===== config.mk =====
export PLATFORM = sky130hd
export DESIGN_NAME = clu_perfmon
export DESIGN_NICKNAME = d
export VERILOG_FILES = /design/src/rtl/perfmon_pkg.sv /design/src/rtl/perfmon_ctrl.sv /design/src/rtl/perfmon_dp.sv /design/src/rtl/clu_perfmon.sv
export SDC_FILE = /design/constraint.sdc
export NUM_CORES = 2
export LEC_CHECK = 0
export ABC_AREA = 1
export ABC_CLOCK_PERIOD_IN_PS = 4900
export CAP_MARGIN = 20
export CORE_ASPECT_RATIO = 1.75
export CORE_MARGIN = 2
export CORE_UTILIZATION = 35
export DETAILED_ROUTE_END_ITERATION = 7
export DONT_BUFFER_PORTS = 1
export GPL_TIMING_DRIVEN = 0
export PLACE_DENSITY = 0.5
export SKIP_CTS_REPAIR_TIMING = 1
export SLEW_MARGIN = 20
export SYNTH_ARGS = -nofsm -noshare
export SYNTH_HDL_FRONTEND = slang
export SYNTH_SLANG_ARGS = --single-unit

===== constraint.sdc =====
create_clock -name clk -period 4.9 [get_ports clk]
set_input_delay 0.98 -clock clk [delete_from_list [all_inputs] [get_ports clk]]
set_output_delay 0.98 -clock clk [all_outputs]
set_load 0.02 [all_outputs]

===== src/rtl/perfmon_pkg.sv =====
`timescale 1ns/1ps
package perfmon_pkg;
  localparam int unsigned CYC_IDX = 31;
  localparam logic [7:0] EV_CYCLES = 8'h11;
  localparam logic [7:0] EV_CHAIN  = 8'h1E;

  localparam logic [7:0] ADR_CTRL    = 8'h00;
  localparam logic [7:0] ADR_EN_SET  = 8'h01;
  localparam logic [7:0] ADR_EN_CLR  = 8'h02;
  localparam logic [7:0] ADR_IRQ_SET = 8'h03;
  localparam logic [7:0] ADR_IRQ_CLR = 8'h04;
  localparam logic [7:0] ADR_OVF     = 8'h05;
  localparam logic [7:0] ADR_CEID_LO = 8'h06;
  localparam logic [7:0] ADR_CEID_HI = 8'h07;
  localparam logic [7:0] ADR_CYC_LO  = 8'h08;
  localparam logic [7:0] ADR_CYC_HI  = 8'h09;
  localparam logic [2:0] REGION_CNT  = 3'b001;
  localparam logic [2:0] REGION_SEL  = 3'b010;

  // Strobes from register control to counter datapath
  typedef struct packed {
    logic [30:0] evCntWr;
    logic        cycLoWr;
    logic        cycHiWr;
    logic        rstEv;
    logic        rstCyc;
    logic [31:0] wrData;
  } dpStrobe_t;
endpackage


===== src/rtl/perfmon_ctrl.sv =====
`timescale 1ns/1ps
module perfmon_ctrl
  import perfmon_pkg::*;
#(
  parameter int unsigned NUM_CNT   = 6,
  parameter logic [7:0]  ID_CODE   = 8'h5A,
  parameter logic [7:0]  IMPL_CODE = 8'h41,
  parameter logic [63:0] CEID_MASK = 64'h0000_1E00_6602_0000
) (
  input  logic                   clk,
  input  logic                   rstN,
  input  logic                   regWrEn,
  input  logic                   regRdEn,
  input  logic [7:0]             regAddr,
  input  logic [31:0]            regWrData,
  output logic [31:0]            regRdData,
  input  logic [NUM_CNT*32-1:0]  evCntFlat,
  input  logic [63:0]            cycCnt,
  input  logic [31:0]            wrapVec,
  output dpStrobe_t              strobe,
  output logic [NUM_CNT*8-1:0]   evSelFlat,
  output logic [31:0]            cntActive,
  output logic [31:0]            cntEn,
  output logic [31:0]            irqEn,
  output logic [31:0]            ovfBits,
  output logic                   gEn,
  output logic                   irq
);
  localparam logic [31:0] IMPL_MASK = ((32'd1 << NUM_CNT) - 32'd1) | 32'h8000_0000;

  logic [4:0]  regIdx;
  logic        wrCtrl, rdOvf, selWr;
  logic [31:0] enSet, enClr, irqSet, irqClr, rdMux, cycHold;

  assign regIdx = regAddr[4:0];
  assign wrCtrl = regWrEn && (regAddr == ADR_CTRL);
  assign rdOvf  = regRdEn && (regAddr == ADR_OVF);
  assign selWr  = regWrEn && (regAddr[7:5] == REGION_SEL);
  assign enSet  = (regWrEn && regAddr == ADR_EN_SET)  ? (regWrData & IMPL_MASK) : '0;
  assign enClr  = (regWrEn && regAddr == ADR_EN_CLR)  ? regWrData : '0;
  assign irqSet = (regWrEn && regAddr == ADR_IRQ_SET) ? (regWrData & IMPL_MASK) : '0;
  assign irqClr = (regWrEn && regAddr == ADR_IRQ_CLR) ? regWrData : '0;

  always_comb begin
    strobe         = '0;
    strobe.wrData  = regWrData;
    strobe.cycLoWr = regWrEn && (regAddr == ADR_CYC_LO);
    strobe.cycHiWr = regWrEn && (regAddr == ADR_CYC_HI);
    strobe.rstEv   = wrCtrl && regWrData[1];
    strobe.rstCyc  = wrCtrl && regWrData[2];
    for (int i = 0; i < NUM_CNT; i++)
      strobe.evCntWr[i] = regWrEn && (regAddr[7:5] == REGION_CNT) && (regIdx == 5'(i));
  end

  assign cntActive = gEn ? cntEn : '0;
  assign irq       = |(ovfBits & irqEn);

  always_comb begin
    rdMux = '0;
    case (regAddr)
      ADR_CTRL:                rdMux = {IMPL_CODE, ID_CODE, 5'(NUM_CNT), 10'd0, gEn};
      ADR_EN_SET, ADR_EN_CLR:  rdMux = cntEn;
      ADR_IRQ_SET, ADR_IRQ_CLR: rdMux = irqEn;
      ADR_OVF:                 rdMux = ovfBits;
      ADR_CEID_LO:             rdMux = CEID_MASK[31:0];
      ADR_CEID_HI:             rdMux = CEID_MASK[63:32];
      ADR_CYC_LO:              rdMux = cycCnt[31:0];
      ADR_CYC_HI:              rdMux = cycHold;
      default: begin
        for (int i = 0; i < NUM_CNT; i++) begin
          if (regIdx == 5'(i) && regAddr[7:5] == REGION_CNT) rdMux = evCntFlat[i*32 +: 32];
          if (regIdx == 5'(i) && regAddr[7:5] == REGION_SEL) rdMux = {24'd0, evSelFlat[i*8 +: 8]};
        end
      end
    endcase
  end

  always_ff @(posedge clk) begin
    if (!rstN) begin
      gEn       <= 1'b0;
      cntEn     <= '0;
      irqEn     <= '0;
      ovfBits   <= '0;
      evSelFlat <= '0;
      cycHold   <= '0;
      regRdData <= '0;
    end else begin
      if (wrCtrl) gEn <= regWrData[0];
      cntEn   <= (cntEn | enSet) & ~enClr;
      irqEn   <= (irqEn | irqSet) & ~irqClr;
      ovfBits <= (rdOvf ? '0 : ovfBits) | (wrapVec & IMPL_MASK);
      for (int i = 0; i < NUM_CNT; i++)
        if (selWr && regIdx == 5'(i)) evSelFlat[i*8 +: 8] <= regWrData[7:0];
      if (regRdEn && regAddr == ADR_CYC_LO) cycHold <= cycCnt[63:32];
      if (regRdEn) regRdData <= rdMux;
    end
  end
endmodule


===== src/rtl/perfmon_dp.sv =====
`timescale 1ns/1ps
module perfmon_dp
  import perfmon_pkg::*;
#(
  parameter int unsigned NUM_CNT = 6,
  parameter int unsigned EVT_W   = 64
) (
  input  logic                  clk,
  input  logic                  rstN,
  input  dpStrobe_t             strobe,
  input  logic [NUM_CNT*8-1:0]  evSelFlat,
  input  logic [31:0]           cntActive,
  input  logic [EVT_W-1:0]      events,
  output logic [NUM_CNT*32-1:0] evCntFlat,
  output logic [63:0]           cycCnt,
  output logic [31:0]           wrapVec
);
  localparam int unsigned SEL_W = (EVT_W > 1) ? $clog2(EVT_W) : 1;

  logic [NUM_CNT-1:0] baseHit, chainHit, incV, evenWrap;

  for (genvar g = 0; g < NUM_CNT; g++) begin : g_cnt
    logic [31:0] cnt;
    logic [7:0]  sel;
    logic        evBit, full, wrBlock;
    assign sel     = evSelFlat[g*8 +: 8];
    assign evBit   = (32'(sel) < EVT_W) ? events[sel[SEL_W-1:0]] : 1'b0;
    assign baseHit[g] = (sel == EV_CYCLES) | ((sel != EV_CHAIN) & evBit);
    assign full    = &cnt;
    assign wrBlock = strobe.evCntWr[g] | strobe.rstEv;
    if (g % 2 == 1) begin : g_odd
      assign chainHit[g] = (sel == EV_CHAIN) & evenWrap[g-1];
      assign evenWrap[g] = 1'b0;
    end else begin : g_even
      assign chainHit[g] = 1'b0;
      assign evenWrap[g] = cntActive[g] & baseHit[g] & full & ~wrBlock;
    end
    assign incV[g]    = cntActive[g] & (baseHit[g] | chainHit[g]);
    assign wrapVec[g] = incV[g] & full & ~wrBlock;

    always_ff @(posedge clk) begin
      if (!rstN)                  cnt <= '0;
      else if (strobe.evCntWr[g]) cnt <= strobe.wrData;
      else if (strobe.rstEv)      cnt <= '0;
      else if (incV[g])           cnt <= cnt + 32'd1;
    end
    assign evCntFlat[g*32 +: 32] = cnt;
  end

  if (NUM_CNT < 31) begin : g_pad
    logic unusedBits;
    assign wrapVec[30:NUM_CNT] = '0;
    assign unusedBits = ^{cntActive[30:NUM_CNT], strobe.evCntWr[30:NUM_CNT]};
  end

  logic cycInc, cycBlock;
  assign cycInc   = cntActive[CYC_IDX];
  assign cycBlock = strobe.cycLoWr | strobe.cycHiWr | strobe.rstCyc;
  assign wrapVec[CYC_IDX] = cycInc & (&cycCnt) & ~cycBlock;

  always_ff @(posedge clk) begin
    if (!rstN)               cycCnt <= '0;
    else if (strobe.rstCyc)  cycCnt <= '0;
    else if (cycBlock) begin
      if (strobe.cycLoWr) cycCnt[31:0]  <= strobe.wrData;
      if (strobe.cycHiWr) cycCnt[63:32] <= strobe.wrData;
    end else if (cycInc)     cycCnt <= cycCnt + 64'd1;
  end
endmodule


===== src/rtl/clu_perfmon.sv =====
`timescale 1ns/1ps
module clu_perfmon
  import perfmon_pkg::*;
#(
  parameter int unsigned NUM_CNT   = 6,
  parameter int unsigned EVT_W     = 64,
  parameter logic [7:0]  ID_CODE   = 8'h5A,
  parameter logic [7:0]  IMPL_CODE = 8'h41,
  parameter logic [63:0] CEID_MASK = 64'h0000_1E00_6602_0000
) (
  input  logic             clk,
  input  logic             rstN,
  input  logic             regWrEn,
  input  logic             regRdEn,
  input  logic [7:0]       regAddr,
  input  logic [31:0]      regWrData,
  output logic [31:0]      regRdData,
  input  logic [EVT_W-1:0] events,
  output logic             irq
);
  dpStrobe_t             strobe;
  logic [NUM_CNT*8-1:0]  evSelFlat;
  logic [NUM_CNT*32-1:0] evCntFlat;
  logic [63:0]           cycCnt;
  logic [31:0]           wrapVec, cntActive, cntEn, irqEn, ovfBits;
  logic                  gEn;

  perfmon_ctrl #(
    .NUM_CNT(NUM_CNT), .ID_CODE(ID_CODE), .IMPL_CODE(IMPL_CODE), .CEID_MASK(CEID_MASK)
  ) u_ctrl (
    .clk(clk), .rstN(rstN), .regWrEn(regWrEn), .regRdEn(regRdEn), .regAddr(regAddr),
    .regWrData(regWrData), .regRdData(regRdData), .evCntFlat(evCntFlat), .cycCnt(cycCnt),
    .wrapVec(wrapVec), .strobe(strobe), .evSelFlat(evSelFlat), .cntActive(cntActive),
    .cntEn(cntEn), .irqEn(irqEn), .ovfBits(ovfBits), .gEn(gEn), .irq(irq)
  );

  perfmon_dp #(.NUM_CNT(NUM_CNT), .EVT_W(EVT_W)) u_dp (
    .clk(clk), .rstN(rstN), .strobe(strobe), .evSelFlat(evSelFlat), .cntActive(cntActive),
    .events(events), .evCntFlat(evCntFlat), .cycCnt(cycCnt), .wrapVec(wrapVec)
  );
endmodule


==> flow_summary.toml <==
[logic_synthesis]
synth.avg_cell_area_sq_um = 6.282
synth-seq-area-share = 0.2899
yosysTopAreaCell = "dfxtp_1"
syn_inst = 4837
yosys_register_bits = 440
syn_area_sq_mm = 0.03038
syn_nets = 4952
synth_most_common_cell = "nand2_1"
ys_warn_count = 0
synthDistinctLibCells = 64
synth_top_area_frac = 0.2899
ys_top_cells_by_area = "dfxtp_1 29%, nand2_1 12%, o21ai_0 7.4%"
synthTopCellsByCount = "984 x nand2_1, 523 x inv_1, 510 x nor2_1"
synth_edf_count = 0
ys.flop_type = "dfxtp_1"
async_flop_share = 0

[pwr]
vdd_ir_drop_max_mv = 0.2490
power_frac_clock = 0.477
power.share.combinational = 0.066
internal_power_mw = 5.682
p_seq_frac = 0.457
p_leak_nw = 12.79
swShare = 0.2858
power_per_cell_area_mw_per_mm2 = 238.4
p_sw_mw = 2.274

[global_route]
grt_max_degree = 17
grt_pass1_wl_um = 250900
grt.total_usage = 0.3916
first_global_vias = 34522
antenna_found_initial = 14
gr-total-overflow = 0

[die]
die-area_sq_mm = 0.08928
die_y_um = 393.8
core_area_sq_mm = 0.08642
die_w_um = 226.7
fp-row-count = 143
start_util = 0.3516
ios = 141

[critical_path]
setup.worst_path.start_class = "input pin"
cpMaxStageDelayCell = "nor3_2"
slowest_delay_ns = 0.66
arrival_ns = 4.86
cp.required_ns = 5.47
cp_max_fo = 7
crit_type = "in -> reg"
crit_chain = "nor2_1 > nand2_1 > inv_2 > nand2_4 > nor2_2 > nand2_2 > nand2_2 > nor3_2 > nand4_1 > nand3_1 > nand4_1 > a21oi_1"
endpoint_kind = "flop"

[clock_network]
path_clk_slew_ns = 0.07
cts_root_buffer = "clkbuf_16"
clkSinkCount = 440
tritoncts = "yes"
htreeDepth = 2
cts_made_buffers = 47
cts_buffer_depth = 3
insertion_delay_ns = 0.66

[cells_and_area]
layout.cells.non_filler = 6086
nFillCells = 9721
finalNetCount = 5001
drive_gt1_frac = 0.06199
finish.utilization = 0.3862
area_growth_pct = 9.850

[timing]
rsz0062_at_grt = "false"
fmax_mhz = 233.1
hold_slack_ns = 0.4027
maxSlewViolCount = 0
hold_viol = 0
min_period_ns = 4.289
fin_crit_sh = 0.8754
slew_headroom = 0.1516
finalClockSkew_ns = 0.03585
setup_viol = 0
worst_pin_slew_ns = 1.241
fin_tns_setup_ns = 0

[placed_design]
gp_congestion = 1.112
dp.cells = 5997
portBuffers = 0
hpwlAfterDp_um = 140700

[drt]
vias_per_cell = 5.956
drt-pass1-iter-count = 6
drc = 0
dr.max_layer_used = "met5"
met2_length_um = 81660
routed_wl_um = 178900
drtIter0Drc = 3590
drt-met1-wl_um = 62190
route.vias.total = 36249
ant_nets = 0
met3_length_um = 13570
wl_per_cell_um = 29.39

[flow_run]
maxCapViolations = 0

[run_status]
status = "finished clean"

[hold_path]
hold_class = "in -> reg"
## final timing paths
kind,startpoint,end,slack [ns],depth (start not counted)
max,regAddr[3],u_ctrl.ovfBits[5],0.61,12
min,regWrData[31],u_ctrl.cntEn[31],0.40,1
max reg2reg,u_dp.g_cnt[4].cnt[1],u_ctrl.ovfBits[5],1.19,13
min reg2reg,u_ctrl.irqEn[14],u_ctrl.irqEn[14],0.46,2
## power by group through the flow
stage          clock network, mW  logic [mW]  registers [mW]
2_1_floorplan                  0       0.245            3.71
3_3_place_gp                   0       0.494            3.72
3_5_place_dp                   0       0.494            3.72
4_1_cts                     3.81       0.495            3.64
5_1_grt                     3.95       0.532            3.64
6_report                    3.79       0.523            3.64
## cell type report
cell class | count | area (sq um) | area share
inverter | 560 | 2105 | 0.06305
buffer | 272 | 1226 | 0.03674
antenna | 6 | 15.01 | 0.0004498
clock buffer | 58 | 1237 | 0.03707
tap | 1160 | 1451 | 0.04348
sequential | 440 | 8808 | 0.2639
clock inverter | 25 | 280.3 | 0.008397
multi-input combinational | 3565 | 18250 | 0.5469
## worst max-delay path, delay by kind of cell
| family | cells | cell delay [ns] |
|---|---|---|
| compound gates | 1 | 0.26 |
| buf+inv | 1 | 0.28 |
| simple gates | 10 | 3.30 |
## routing by layer
metal | track usage | vias to the layer above
met4 | 0.3806 | 10
li1 | - | 16526
met2 | 0.6359 | 1798
met3 | 0.09041 | 743
met1 | 0.4084 | 17172
met5 | 0 | -
## registers in the layout, indices dropped and copies added, names as in the netlist
signal	flops
u_ctrl.cntEn	32
u_ctrl.cycHold	32
u_ctrl.evSelFlat	48
u_ctrl.gEn	1
u_ctrl.irqEn	32
u_ctrl.ovfBits	7
u_ctrl.regRdData	32
u_dp.cycCnt	64
u_dp.g_cnt.cnt	192
## kinds of logic after synthesis
family,Yosys count,share of synthesized area
flops,440,0.2899
compound gates,1269,0.2467
buf+inv,832,0.1095
xor+xnor,151,0.04353
fa+ha+maj,7,0.002882
simple gates,2138,0.3075
## per-stage QoR
step                worst slack, ns  cell area, sq um  total power [mW]
global placement             0.2999             31840             4.214
detailed placement           0.3009             31840             4.214
floorplan                     2.252             30380             3.950
finish                       0.6106             33380             7.956
CTS                          0.9536             33360             7.943
global route                 0.7885             33360             8.117
## layout by cell type (no fill, tap or decap), types with 79 or more instances in the layout
master / instances
nand2_1: 984
inv_1: 523
nor2_1: 510
o21ai_0: 447
dfxtp_1: 440
nand3_1: 329
a21oi_1: 302
clkbuf_1: 163
xor2_1: 132
o22ai_1: 115
a31oi_1: 107
nor3_1: 102
o211ai_1: 90
nand4_1: 81
buf_2: 79
(Power assumes the default switching activity.)
